## src/rtl/flash_erase_pkg.sv

```systemverilog
package flash_erase_pkg;

  localparam logic [7:0] OP_BLOCK_ERASE = 8'h50;
  localparam logic [7:0] OP_PAGE_ERASE  = 8'h81;
  localparam logic [7:0] OP_STATUS      = 8'hD7;

  localparam int BLOCK_LOG   = 3;
  localparam int BLOCK_PAGES = 1 << BLOCK_LOG;
  localparam int READY_BIT   = 7;

  typedef enum logic [3:0] {
    S_IDLE,
    S_DIV_OFF,
    S_DIV_LEN,
    S_CHECK,
    S_CMD,
    S_CMD_GAP,
    S_STAT,
    S_DECIDE,
    S_POLL_WAIT,
    S_NEXT
  } seqState_t;

  typedef struct packed {
    logic load;
    logic divStartOff;
    logic divStartLen;
    logic byteClr;
    logic byteNext;
    logic statCap;
    logic advance;
    logic tmoClr;
    logic tmoRun;
    logic gapLoad;
    logic frameStat;
  } seqStrobe_t;

endpackage

```

## src/rtl/erase_div.sv

```systemverilog
module erase_div #(
  parameter int DW = 24,
  parameter int VW = 11
) (
  input  logic          clk,
  input  logic          rst_n,
  input  logic          start,
  input  logic [DW-1:0] dividend,
  input  logic [VW-1:0] divisor,
  output logic          done,
  output logic [DW-1:0] quotient,
  output logic [VW-1:0] remainder
);
  localparam int CW = $clog2(DW + 1);

  logic [VW-1:0] remR;
  logic [DW-1:0] quoR;
  logic [CW-1:0] cnt;
  logic          run;
  logic [VW:0]   trial;
  logic          fits;

  // restoring step: bring down the next dividend bit
  always_comb begin
    trial = {remR, quoR[DW-1]};
    fits  = (trial >= {1'b0, divisor});
  end

  always_ff @(posedge clk) begin
    if (!rst_n) begin
      remR <= '0;
      quoR <= '0;
      cnt  <= '0;
      run  <= 1'b0;
      done <= 1'b0;
    end else begin
      done <= 1'b0;
      if (start) begin
        remR <= '0;
        quoR <= dividend;
        cnt  <= CW'(DW);
        run  <= 1'b1;
      end else if (run) begin
        remR <= VW'(fits ? (trial - {1'b0, divisor}) : trial);
        quoR <= {quoR[DW-2:0], fits};
        cnt  <= cnt - 1'b1;
        if (cnt == CW'(1)) begin
          run  <= 1'b0;
          done <= 1'b1;
        end
      end
    end
  end

  assign quotient  = quoR;
  assign remainder = remR;

endmodule

```

## src/rtl/erase_datapath.sv

```systemverilog
module erase_datapath
  import flash_erase_pkg::*;
#(
  parameter int OFS_W          = 24,
  parameter int PS_W           = 11,
  parameter int SH_W           = 4,
  parameter int TIMEOUT_CYCLES = 400000000,
  parameter int POLL_GAP       = 600000
) (
  input  logic             clk,
  input  logic             rst_n,
  input  seqStrobe_t       stb,
  input  logic [OFS_W-1:0] reqOffset,
  input  logic [OFS_W-1:0] reqLength,
  input  logic [PS_W-1:0]  pageSize,
  input  logic [SH_W-1:0]  pageShift,
  input  logic [7:0]       rxByte,
  output logic [7:0]       txByte,
  output logic             divDone,
  output logic             misaligned,
  output logic             lenZero,
  output logic             lastByte,
  output logic             readyBit,
  output logic             timedOut,
  output logic             gapDone
);
  localparam int TMO_W = $clog2(TIMEOUT_CYCLES + 2);
  localparam int GAP_W = $clog2(POLL_GAP + 2);

  logic [OFS_W-1:0] lenReg;
  logic [PS_W-1:0]  psReg;
  logic [SH_W-1:0]  shReg;
  logic [OFS_W-1:0] pageNum;
  logic [OFS_W-1:0] pagesLeft;
  logic [PS_W-1:0]  offRem;
  logic [PS_W-1:0]  lenRem;
  logic             lenSel;
  logic [1:0]       byteIdx;
  logic [TMO_W-1:0] tmoCnt;
  logic [GAP_W-1:0] gapCnt;

  logic [OFS_W-1:0] divDividend;
  logic [PS_W-1:0]  divDivisor;
  logic [OFS_W-1:0] divQuot;
  logic [PS_W-1:0]  divRem;
  logic             useBlock;
  logic [OFS_W-1:0] stepPages;
  logic [15:0]      addrUpper;

  // the request is divided straight from the ports on acceptance
  assign divDividend = stb.load ? reqOffset : lenReg;
  assign divDivisor  = stb.load ? pageSize  : psReg;

  erase_div #(.DW(OFS_W), .VW(PS_W)) div_i (
    .clk      (clk),
    .rst_n    (rst_n),
    .start    (stb.divStartOff | stb.divStartLen),
    .dividend (divDividend),
    .divisor  (divDivisor),
    .done     (divDone),
    .quotient (divQuot),
    .remainder(divRem)
  );

  assign useBlock   = (pageNum[BLOCK_LOG-1:0] == '0) &&
                      (pagesLeft >= OFS_W'(BLOCK_PAGES));
  assign stepPages  = useBlock ? OFS_W'(BLOCK_PAGES) : OFS_W'(1);
  assign misaligned = (offRem != '0) || (lenRem != '0) || (psReg == '0);
  assign lenZero    = (pagesLeft == '0);
  assign addrUpper  = 16'((24'(pageNum) << shReg) >> 8);
  assign lastByte   = stb.frameStat ? (byteIdx == 2'd1) : (byteIdx == 2'd3);
  assign timedOut   = (tmoCnt >= TMO_W'(TIMEOUT_CYCLES));
  assign gapDone    = (gapCnt == '0);

  always_comb begin
    txByte = 8'h00;
    if (stb.frameStat) begin
      if (byteIdx == 2'd0) txByte = OP_STATUS;
    end else begin
      case (byteIdx)
        2'd0:    txByte = useBlock ? OP_BLOCK_ERASE : OP_PAGE_ERASE;
        2'd1:    txByte = addrUpper[15:8];
        2'd2:    txByte = addrUpper[7:0];
        default: txByte = 8'h00;
      endcase
    end
  end

  always_ff @(posedge clk) begin
    if (!rst_n) begin
      lenReg    <= '0;
      psReg     <= '0;
      shReg     <= '0;
      pageNum   <= '0;
      pagesLeft <= '0;
      offRem    <= '0;
      lenRem    <= '0;
      lenSel    <= 1'b0;
      byteIdx   <= '0;
      readyBit  <= 1'b0;
      tmoCnt    <= '0;
      gapCnt    <= '0;
    end else begin
      if (stb.load) begin
        lenReg <= reqLength;
        psReg  <= pageSize;
        shReg  <= pageShift;
      end
      if (stb.divStartOff) lenSel <= 1'b0;
      if (stb.divStartLen) lenSel <= 1'b1;
      if (divDone) begin
        if (lenSel) begin
          pagesLeft <= divQuot;
          lenRem    <= divRem;
        end else begin
          pageNum <= divQuot;
          offRem  <= divRem;
        end
      end
      if (stb.advance) begin
        pageNum   <= pageNum + stepPages;
        pagesLeft <= pagesLeft - stepPages;
      end
      if (stb.byteClr)       byteIdx <= '0;
      else if (stb.byteNext) byteIdx <= byteIdx + 2'd1;
      if (stb.statCap) readyBit <= rxByte[READY_BIT];
      if (stb.tmoClr)                 tmoCnt <= '0;
      else if (stb.tmoRun && !timedOut) tmoCnt <= tmoCnt + 1'b1;
      if (stb.gapLoad)       gapCnt <= GAP_W'(POLL_GAP);
      else if (!gapDone)     gapCnt <= gapCnt - 1'b1;
    end
  end

endmodule

```

## src/rtl/erase_ctrl.sv

```systemverilog
module erase_ctrl
  import flash_erase_pkg::*;
(
  input  logic       clk,
  input  logic       rst_n,
  input  logic       reqValid,
  input  logic       spiAck,
  input  logic       divDone,
  input  logic       misaligned,
  input  logic       lenZero,
  input  logic       lastByte,
  input  logic       readyBit,
  input  logic       timedOut,
  input  logic       gapDone,
  output seqStrobe_t stb,
  output logic       spiCs,
  output logic       spiReq,
  output logic       busy,
  output logic       done,
  output logic       errAlign,
  output logic       errTimeout
);
  seqState_t state, nextState;

  always_ff @(posedge clk) begin
    if (!rst_n) state <= S_IDLE;
    else        state <= nextState;
  end

  always_comb begin
    nextState  = state;
    stb        = '0;
    spiCs      = 1'b0;
    spiReq     = 1'b0;
    done       = 1'b0;
    errAlign   = 1'b0;
    errTimeout = 1'b0;
    unique case (state)
      S_IDLE: begin
        if (reqValid) begin
          stb.load        = 1'b1;
          stb.divStartOff = 1'b1;
          nextState       = S_DIV_OFF;
        end
      end
      S_DIV_OFF: begin
        if (divDone) begin
          stb.divStartLen = 1'b1;
          nextState       = S_DIV_LEN;
        end
      end
      S_DIV_LEN: begin
        if (divDone) nextState = S_CHECK;
      end
      S_CHECK: begin
        if (misaligned) begin
          errAlign  = 1'b1;
          nextState = S_IDLE;
        end else if (lenZero) begin
          done      = 1'b1;
          nextState = S_IDLE;
        end else begin
          stb.byteClr = 1'b1;
          nextState   = S_CMD;
        end
      end
      S_CMD: begin
        spiCs  = 1'b1;
        spiReq = 1'b1;
        if (spiAck) begin
          if (lastByte) begin
            stb.byteClr = 1'b1;
            stb.tmoClr  = 1'b1;
            nextState   = S_CMD_GAP;
          end else begin
            stb.byteNext = 1'b1;
          end
        end
      end
      S_CMD_GAP: begin
        stb.tmoRun = 1'b1;
        nextState  = S_STAT;
      end
      S_STAT: begin
        spiCs         = 1'b1;
        spiReq        = 1'b1;
        stb.frameStat = 1'b1;
        stb.tmoRun    = 1'b1;
        if (spiAck) begin
          if (lastByte) begin
            stb.statCap = 1'b1;
            stb.byteClr = 1'b1;
            nextState   = S_DECIDE;
          end else begin
            stb.byteNext = 1'b1;
          end
        end
      end
      S_DECIDE: begin
        stb.tmoRun = 1'b1;
        if (readyBit) begin
          stb.advance = 1'b1;
          nextState   = S_NEXT;
        end else if (timedOut) begin
          errTimeout = 1'b1;
          nextState  = S_IDLE;
        end else begin
          stb.gapLoad = 1'b1;
          nextState   = S_POLL_WAIT;
        end
      end
      S_POLL_WAIT: begin
        stb.tmoRun = 1'b1;
        if (gapDone) nextState = S_STAT;
      end
      S_NEXT: begin
        if (lenZero) begin
          done      = 1'b1;
          nextState = S_IDLE;
        end else begin
          stb.byteClr = 1'b1;
          nextState   = S_CMD;
        end
      end
      default: nextState = S_IDLE;
    endcase
  end

  assign busy = (state != S_IDLE);

endmodule

```

## src/rtl/flash_erase_seq.sv

```systemverilog
module flash_erase_seq
  import flash_erase_pkg::*;
#(
  parameter int OFS_W          = 24,
  parameter int PS_W           = 11,
  parameter int SH_W           = 4,
  parameter int TIMEOUT_CYCLES = 400000000,
  parameter int POLL_GAP       = 600000
) (
  input  logic             clk,
  input  logic             rst_n,
  input  logic             reqValid,
  input  logic [OFS_W-1:0] reqOffset,
  input  logic [OFS_W-1:0] reqLength,
  input  logic [PS_W-1:0]  pageSize,
  input  logic [SH_W-1:0]  pageShift,
  output logic             busy,
  output logic             done,
  output logic             errAlign,
  output logic             errTimeout,
  output logic             spiCs,
  output logic             spiReq,
  output logic [7:0]       spiTxByte,
  input  logic             spiAck,
  input  logic [7:0]       spiRxByte
);
  seqStrobe_t stb;
  logic divDone, misaligned, lenZero, lastByte, readyBit, timedOut, gapDone;

  erase_ctrl ctrl_i (
    .clk       (clk),
    .rst_n     (rst_n),
    .reqValid  (reqValid),
    .spiAck    (spiAck),
    .divDone   (divDone),
    .misaligned(misaligned),
    .lenZero   (lenZero),
    .lastByte  (lastByte),
    .readyBit  (readyBit),
    .timedOut  (timedOut),
    .gapDone   (gapDone),
    .stb       (stb),
    .spiCs     (spiCs),
    .spiReq    (spiReq),
    .busy      (busy),
    .done      (done),
    .errAlign  (errAlign),
    .errTimeout(errTimeout)
  );

  erase_datapath #(
    .OFS_W         (OFS_W),
    .PS_W          (PS_W),
    .SH_W          (SH_W),
    .TIMEOUT_CYCLES(TIMEOUT_CYCLES),
    .POLL_GAP      (POLL_GAP)
  ) dp_i (
    .clk       (clk),
    .rst_n     (rst_n),
    .stb       (stb),
    .reqOffset (reqOffset),
    .reqLength (reqLength),
    .pageSize  (pageSize),
    .pageShift (pageShift),
    .rxByte    (spiRxByte),
    .txByte    (spiTxByte),
    .divDone   (divDone),
    .misaligned(misaligned),
    .lenZero   (lenZero),
    .lastByte  (lastByte),
    .readyBit  (readyBit),
    .timedOut  (timedOut),
    .gapDone   (gapDone)
  );

endmodule

```

## config.mk

```make
export PLATFORM = sky130hd
export DESIGN_NAME = flash_erase_seq
export DESIGN_NICKNAME = d
export VERILOG_FILES = /design/src/rtl/flash_erase_pkg.sv /design/src/rtl/erase_div.sv /design/src/rtl/erase_datapath.sv /design/src/rtl/erase_ctrl.sv /design/src/rtl/flash_erase_seq.sv
export SDC_FILE = /design/constraint.sdc
export NUM_CORES = 1
export LEC_CHECK = 0
export BUFFER_PORTS_ARGS = -buffer_cell sky130_fd_sc_hd__buf_2
export CAP_MARGIN = 25
export CORE_UTILIZATION = 60
export DETAILED_ROUTE_END_ITERATION = 10
export PLACE_DENSITY = 0.79
export SYNTH_ARGS = -nofsm -noshare
export SYNTH_HDL_FRONTEND = slang
export SYNTH_HIERARCHICAL = 1
export SYNTH_SLANG_ARGS = --single-unit
```

## constraint.sdc

```tcl
create_clock -name clk -period 10.9 [get_ports clk]
set_clock_uncertainty 0.05 [all_clocks]
set_input_delay 1.635 -clock clk [delete_from_list [all_inputs] [get_ports clk]]
set_output_delay 1.635 -clock clk [all_outputs]
set_load 0.01 [all_outputs]
```

==> flow_metrics.py, run 1 <==
metrics = {
    "run_status": {
        "status": "finished clean",
    },
    "global_routing": {
        "grt_pass1_wl_um": 48180,
        "overflow": 0,
        "grt_pass1_vias": 10130,
        "antenna_found_initial": 0,
        "grt_use_total": 0.2829,
        "grt_max_degree": 90,
    },
    "placement": {
        "dp_hpwl_um": 19580,
        "port_buffers": 81,
        "gp_congestion": 0.9924,
    },
    "routing": {
        "vias_per_cell": 6.132,
        "drt-total-wl_um": 28970,
        "wl_per_cell_um": 16.04,
        "dr.pass1.iters": 5,
        "final_antenna_net_count": 0,
        "drc": 0,
        "via_count": 11070,
        "drt-initial-drc-count": 865,
    },
    "synth": {
        "ys_dominant_reg_cell": "dfxtp_1",
        "syn_area_mm2": 0.01207,
        "synth_xor_area_frac": 0.01959,
        "yosysMostFrequentCell": "nand2_1",
        "synth_common_cells": "nand2_1 (241), dfxtp_1 (208), a21oi_1 (115), nor2_1 (89), o21ai_0 (77)",
        "syn_avg_cell_area_um2": 8.016,
        "synth_seq_area_share": 0.3449,
        "synth_top_family_by_area": "simple AND/OR/NAND/NOR gates",
        "synthMuxAreaShare": 0.09784,
        "yosysTopAreaCell": "dfxtp_1",
        "synthCells": 1506,
        "synthAdderAreaFrac": 0.02861,
        "synth_edf_count": 0,
        "netlist_top_cells_area": "dfxtp_1 (34%), nand2_1 (7.5%), a21oi_1 (4.8%)",
        "yosysUniqueCellTypes": 88,
        "synth.top_cell.area_share": 0.3449,
        "yosys_warnings": 6,
        "synthSimpleGateAreaFrac": 0.2602,
        "synth_compound_area_frac": 0.2014,
        "ys_async_sr_fraction": 0,
        "postSynthNetCount": 1608,
        "ys_ff_latch": 208,
    },
    "floorplan": {
        "rows": 51,
        "die_h_um": 143.8,
        "ioPinCount": 89,
        "die_area_mm2": 0.02069,
        "die_w_um": 143.8,
        "floorplan.initialDensity": 0.6162,
        "design.core.area_mm2": 0.01959,
    },
    "cts": {
        "postCtsSetupBuffers": 0,
        "tritoncts": "yes",
        "ctsHoldBuffers": 0,
        "cts_sinks": 208,
        "cts.clk_slew.worst_paths_ps": 60,
        "cts_buffers": 23,
        "root_buffer": "clkbuf_16",
        "htree_levels": 1,
        "insertion_delay_ps": 520,
        "post_cts_resized": 0,
        "clockBufferDepth": 3,
    },
    "hold_path": {
        "hp-class": "reg2reg",
        "holdPathStages": 2,
        "hold_start": "dp_i/offRem[6]",
        "hold_path_end": "dp_i/offRem[6]",
    },
    "timing": {
        "clock.fmax_mhz": 195.8,
        "rsz0062_at_grt": "no",
        "worst_pin_slew_ps": 1070,
        "hold_viol_final": 0,
        "final.setup.tns_ps": 0,
        "setup_viol_count_final": 0,
        "min_period_ps": 5107,
        "slew-limit-headroom": 0.2767,
        "finalMaxSlewViolations": 0,
        "period_share": 0.4685,
    },
    "pwr": {
        "p_sw_mw": 0.7234,
        "combPwrFrac": 0.262,
        "ir_drop_mv": 0.1599,
        "p_per_area_mw_per_mm2": 169.5,
        "total_power_mw": 2.244,
        "power_frac_seq": 0.403,
        "internal_power_mw": 1.520,
        "p_leak_nw": 4.973,
        "pwr-share-clk": 0.335,
        "p_sw_frac": 0.3224,
    },
    "critical_path": {
        "r2r_start": "ctrl_i/state[0]",
        "end_kind": "output port",
        "worstReg2RegEnd": "dp_i/div_i/remainder[9]",
        "cp_max_fo": 14,
        "start_kind": "flop",
        "critPathKind": "reg2out",
        "arrival_ps": 3420,
        "timing.reg2reg.setup_slack_ps": 6480,
        "r2r_cells": 12,
        "crit_required_ps": 9220,
    },
    "cells_and_area": {
        "synthToLayoutAreaGrowth_pct": 9.660,
        "n_fill_cell": 1657,
        "diodes": 0,
        "layout.nets": 1630,
        "layout-drive-gt1-share": 0.1272,
    },
    "flow_run": {
        "drv_cap": 0,
    },
}
cells in the final DEF, fill, tap and decap left out, types with 25 or more instances in the layout:
cell type and instances:
ha_1 26, inv_1 41, a21oi_1 115, o21ai_0 77, nor2_1 89, dfxtp_1 207, nand2b_1 32, mux2i_1 55
and2_1 45, nor3_1 25, buf_2 81, a211oi_1 27, nand3_1 44, nor4_1 26, nand2_1 241
logic make-up (layout without fill, tap and decap cells):
group	Yosys count	in the layout
AOI/OAI and AO/OA	377	377
xor gates and xnor gates	27	27
adders and majority gates	27	27
buffers and inverters	141	176
DFF	208	208
muxes	95	95
and+or+nand+nor	631	631
worst max-delay path, stage by stage (launching register included):
cell and delay, ps:
dfxtp_1 580, and2b_1 260, and2b_1 220, and2_1 250, nor4bb_1 850, and2_1 270
nand4_1 110, o21ai_0 100, or3_1 130, buf_2 120
worst max path at each step:
stage               startpoint  slack, ps  cells past startpoint                 endpoint
6_report       ctrl_i/state[3]       5790                      9             spiTxByte[0]
3_3_place_gp          reqValid       5640                     12  dp_i/div_i/remainder[9]
2_1_floorplan         reqValid       6290                     12  dp_i/div_i/remainder[0]
4_1_cts        ctrl_i/state[3]       5860                      9             spiTxByte[7]
3_5_place_dp          reqValid       5550                     12  dp_i/div_i/remainder[9]
5_1_grt        ctrl_i/state[3]       5590                      9             spiTxByte[0]
power groups by stage:
stage / logic, mW / clock network [mW] / registers [mW]
6_report: 0.587 / 0.753 / 0.904
5_1_grt: 0.658 / 0.796 / 0.914
4_1_cts: 0.583 / 0.765 / 0.902
3_5_place_dp: 0.578 / 0 / 0.918
3_3_place_gp: 0.563 / 0 / 0.915
2_1_floorplan: 0.485 / 0 / 0.892
final cells by class:
type / instances / area (µm²) / share of cell area
multi-input cells: 1157 / 7336 / 0.5542
inverters: 44 / 165.2 / 0.01248
clock inverters: 4 / 40.04 / 0.003025
flip-flops and latches: 208 / 4165 / 0.3146
clock buffers: 34 / 696.9 / 0.05265
repair buffers: 94 / 503.0 / 0.03800
well taps: 265 / 331.6 / 0.02505
per-stage QoR:
step                      cells  hold slack (ps)  setup slack, ps    util  instance area (µm²)
final                      1806            406.5             5793  0.6757                13240
after global routing       1806            426.2             5588  0.6757                13240
after CTS                  1806            407.1             5861  0.6757                13240
after detailed placement   1768            396.9             5552  0.6381                12500
after global placement     1768            393.3             5639  0.6381                12500
after floorplan            1506            386.0             6286       -                12070
state kept, by name, summed over array words and instances, names as in the netlist, 20 cells and up:
name and count:
dp_i/lenReg 24, dp_i/tmoCnt 29, dp_i/pageNum 24, dp_i/gapCnt 20, dp_i/pagesLeft 24, dp_i/div_i/quotient 24
routing by layer:
layer,track usage,wire [µm],vias up
li1,-,-,5509
met1,0.3881,13340,5151
met2,0.4683,13450,372
met3,0.03732,1698,42
met4,0.06887,488,0
met5,0,0,-
No activity file was read; power rests on OpenSTA's default activity.
==> inputs of run 2 (changes only) <==
Clock period 10.9 ns to 5.27 ns, I/O delays scaled along.
==> run 2 against run 1 <==
Compared with the run above: worst setup slack got worse by 4700 ps; critical path depth is the same; highest routed layer unchanged; sequential power grew 110%.
==> flow_metrics.py, run 2 (synthesized netlist as in run 1, its figures left out) <==
metrics = {
    "run_status": {
        "status": "finished clean",
    },
    "global_routing": {
        "overflow": 0,
        "grt_max_degree": 85,
        "antenna_found_initial": 0,
        "grt_pass1_wl_um": 47870,
        "grt_use_total": 0.2807,
        "grt_pass1_vias": 10010,
    },
    "routing": {
        "drt-initial-drc-count": 882,
        "final_antenna_net_count": 0,
        "wl_per_cell_um": 16.08,
        "drt-total-wl_um": 29050,
        "via_count": 11080,
        "drc": 0,
        "dr.pass1.iters": 7,
        "vias_per_cell": 6.137,
    },
    "pwr": {
        "total_power_mw": 4.696,
        "p_leak_nw": 4.977,
        "ir_drop_mv": 0.2613,
        "p_per_area_mw_per_mm2": 354.4,
    },
    "timing": {
        "setup_viol_count_final": 0,
        "worst_pin_slew_ps": 1047,
        "rsz0062_at_grt": "no",
        "fin_hold_ws_ps": 405.4,
        "clock.fmax_mhz": 237.0,
        "finalMaxSlewViolations": 0,
        "hold_viol_final": 0,
        "min_period_ps": 4219,
        "slew-limit-headroom": 0.3018,
        "final.setup.tns_ps": 0,
        "period_share": 0.8006,
    },
    "critical_path": {
        "worstReg2RegEnd": "dp_i/div_i/remainder[9]",
        "r2r_cells": 11,
        "arrival_ps": 3380,
        "crit_required_ps": 4430,
        "critPathKind": "reg2out",
        "start_kind": "flop",
        "end_kind": "output port",
        "timing.reg2reg.setup_slack_ps": 1190,
        "r2r_start": "ctrl_i/state[0]",
        "cp_max_fo": 14,
    },
    "cells_and_area": {
        "layout-drive-gt1-share": 0.1278,
        "largest_reg_flops": 29,
        "regArea_mm2": 0.004165,
        "multi_input_area_mm2": 0.007336,
        "synthToLayoutAreaGrowth_pct": 9.764,
        "finalInstanceArea_mm2": 0.01325,
        "n_fill_cell": 1666,
        "final_common_cell": "nand2_1",
        "layout.nets": 1630,
        "layout_common_cells": "nand2_1 (241), dfxtp_1 (207), a21oi_1 (115)",
        "top_register": "dp_i/tmoCnt",
        "final_cells": 1806,
        "diodes": 0,
    },
    "floorplan": {
        "rows": 51,
        "ioPinCount": 89,
        "die_h_um": 143.8,
        "die_area_mm2": 0.02069,
        "design.core.area_mm2": 0.01959,
        "floorplan.initialDensity": 0.6162,
        "die_w_um": 143.8,
    },
    "placement": {
        "placed_area_mm2": 0.01249,
        "gp_congestion": 0.9313,
        "dp_hpwl_um": 19550,
        "port_buffers": 81,
        "dp.cells": 1767,
    },
    "cts": {
        "cts_buffers": 23,
        "post_cts_resized": 0,
        "cts.clk_slew.worst_paths_ps": 60,
        "htree_levels": 1,
        "insertion_delay_ps": 520,
        "root_buffer": "clkbuf_16",
        "cts_sinks": 208,
        "clockBufferDepth": 3,
        "postCtsSetupBuffers": 0,
        "tritoncts": "yes",
        "ctsHoldBuffers": 0,
    },
    "hold_path": {
        "holdPathStages": 2,
        "hp-class": "reg2reg",
        "hold_path_end": "dp_i/offRem[9]",
        "hold_start": "dp_i/offRem[9]",
    },
    "flow_run": {
        "drv_cap": 0,
    },
}
[run 2: changes by cell type in the layout (fill, tap and decap cells not counted), sizes merged]
cell      change
buf           -1
bufinv        +3
clkbuf        -6
clkinv        +3
clkinvlp      +1
[run 2: cell type report]
type / instances / area share
repair buffers: 94 / 0.03777
flip-flops and latches: 208 / 0.3144
inverters: 44 / 0.01246
multi-input cells: 1157 / 0.5536
well taps: 265 / 0.02502
clock buffers: 27 / 0.04608
clock inverters: 11 / 0.01067
[run 2: worst max-delay path by stage]
stage | startpoint | endpoint | slack, ps | depth (start not counted)
3_5_place_dp | reqValid | dp_i/div_i/remainder[9] | 1110 | 11
6_report | ctrl_i/state[3] | spiTxByte[0] | 1050 | 9
3_3_place_gp | reqValid | dp_i/div_i/remainder[9] | 1160 | 11
5_1_grt | ctrl_i/state[3] | spiTxByte[0] | 800 | 9
4_1_cts | ctrl_i/state[3] | spiTxByte[7] | 1060 | 9
2_1_floorplan | reqValid | dp_i/div_i/remainder[0] | 1500 | 12
[run 2: per-stage QoR]
step	util	worst slack [ps]
finish	0.6764	1051
global route	0.6764	801.0
detailed placement	0.6377	1108
floorplan	-	1501
global placement	0.6377	1163
CTS	0.6761	1063
[run 2: per-layer routing]
layer | global-route usage | vias to the layer above | part of all wire
met2 | 0.4508 | 378 | 0.45
met4 | 0.08063 | 0 | 0.022
li1 | - | 5502 | -
met5 | 0 | - | 0
met3 | 0.03965 | 55 | 0.057
met1 | 0.3903 | 5148 | 0.47
[run 2: critical path, cell delays in order (launching register included)]
cell and delay (ps):
dfxtp_1 570, and2b_1 260, and2b_1 240, and2_1 260, nor4bb_1 830, and2_1 280
nand4_1 100, o21ai_0 90, or3_1 120, buf_2 120
[run 2: power breakdown]
part           switching, mW  internal (mW)  total, mW
Clock                  0.644          0.971       1.61
Combinational          0.679          0.513       1.19
Sequential             0.173           1.72       1.89
Total                   1.50           3.20       4.70
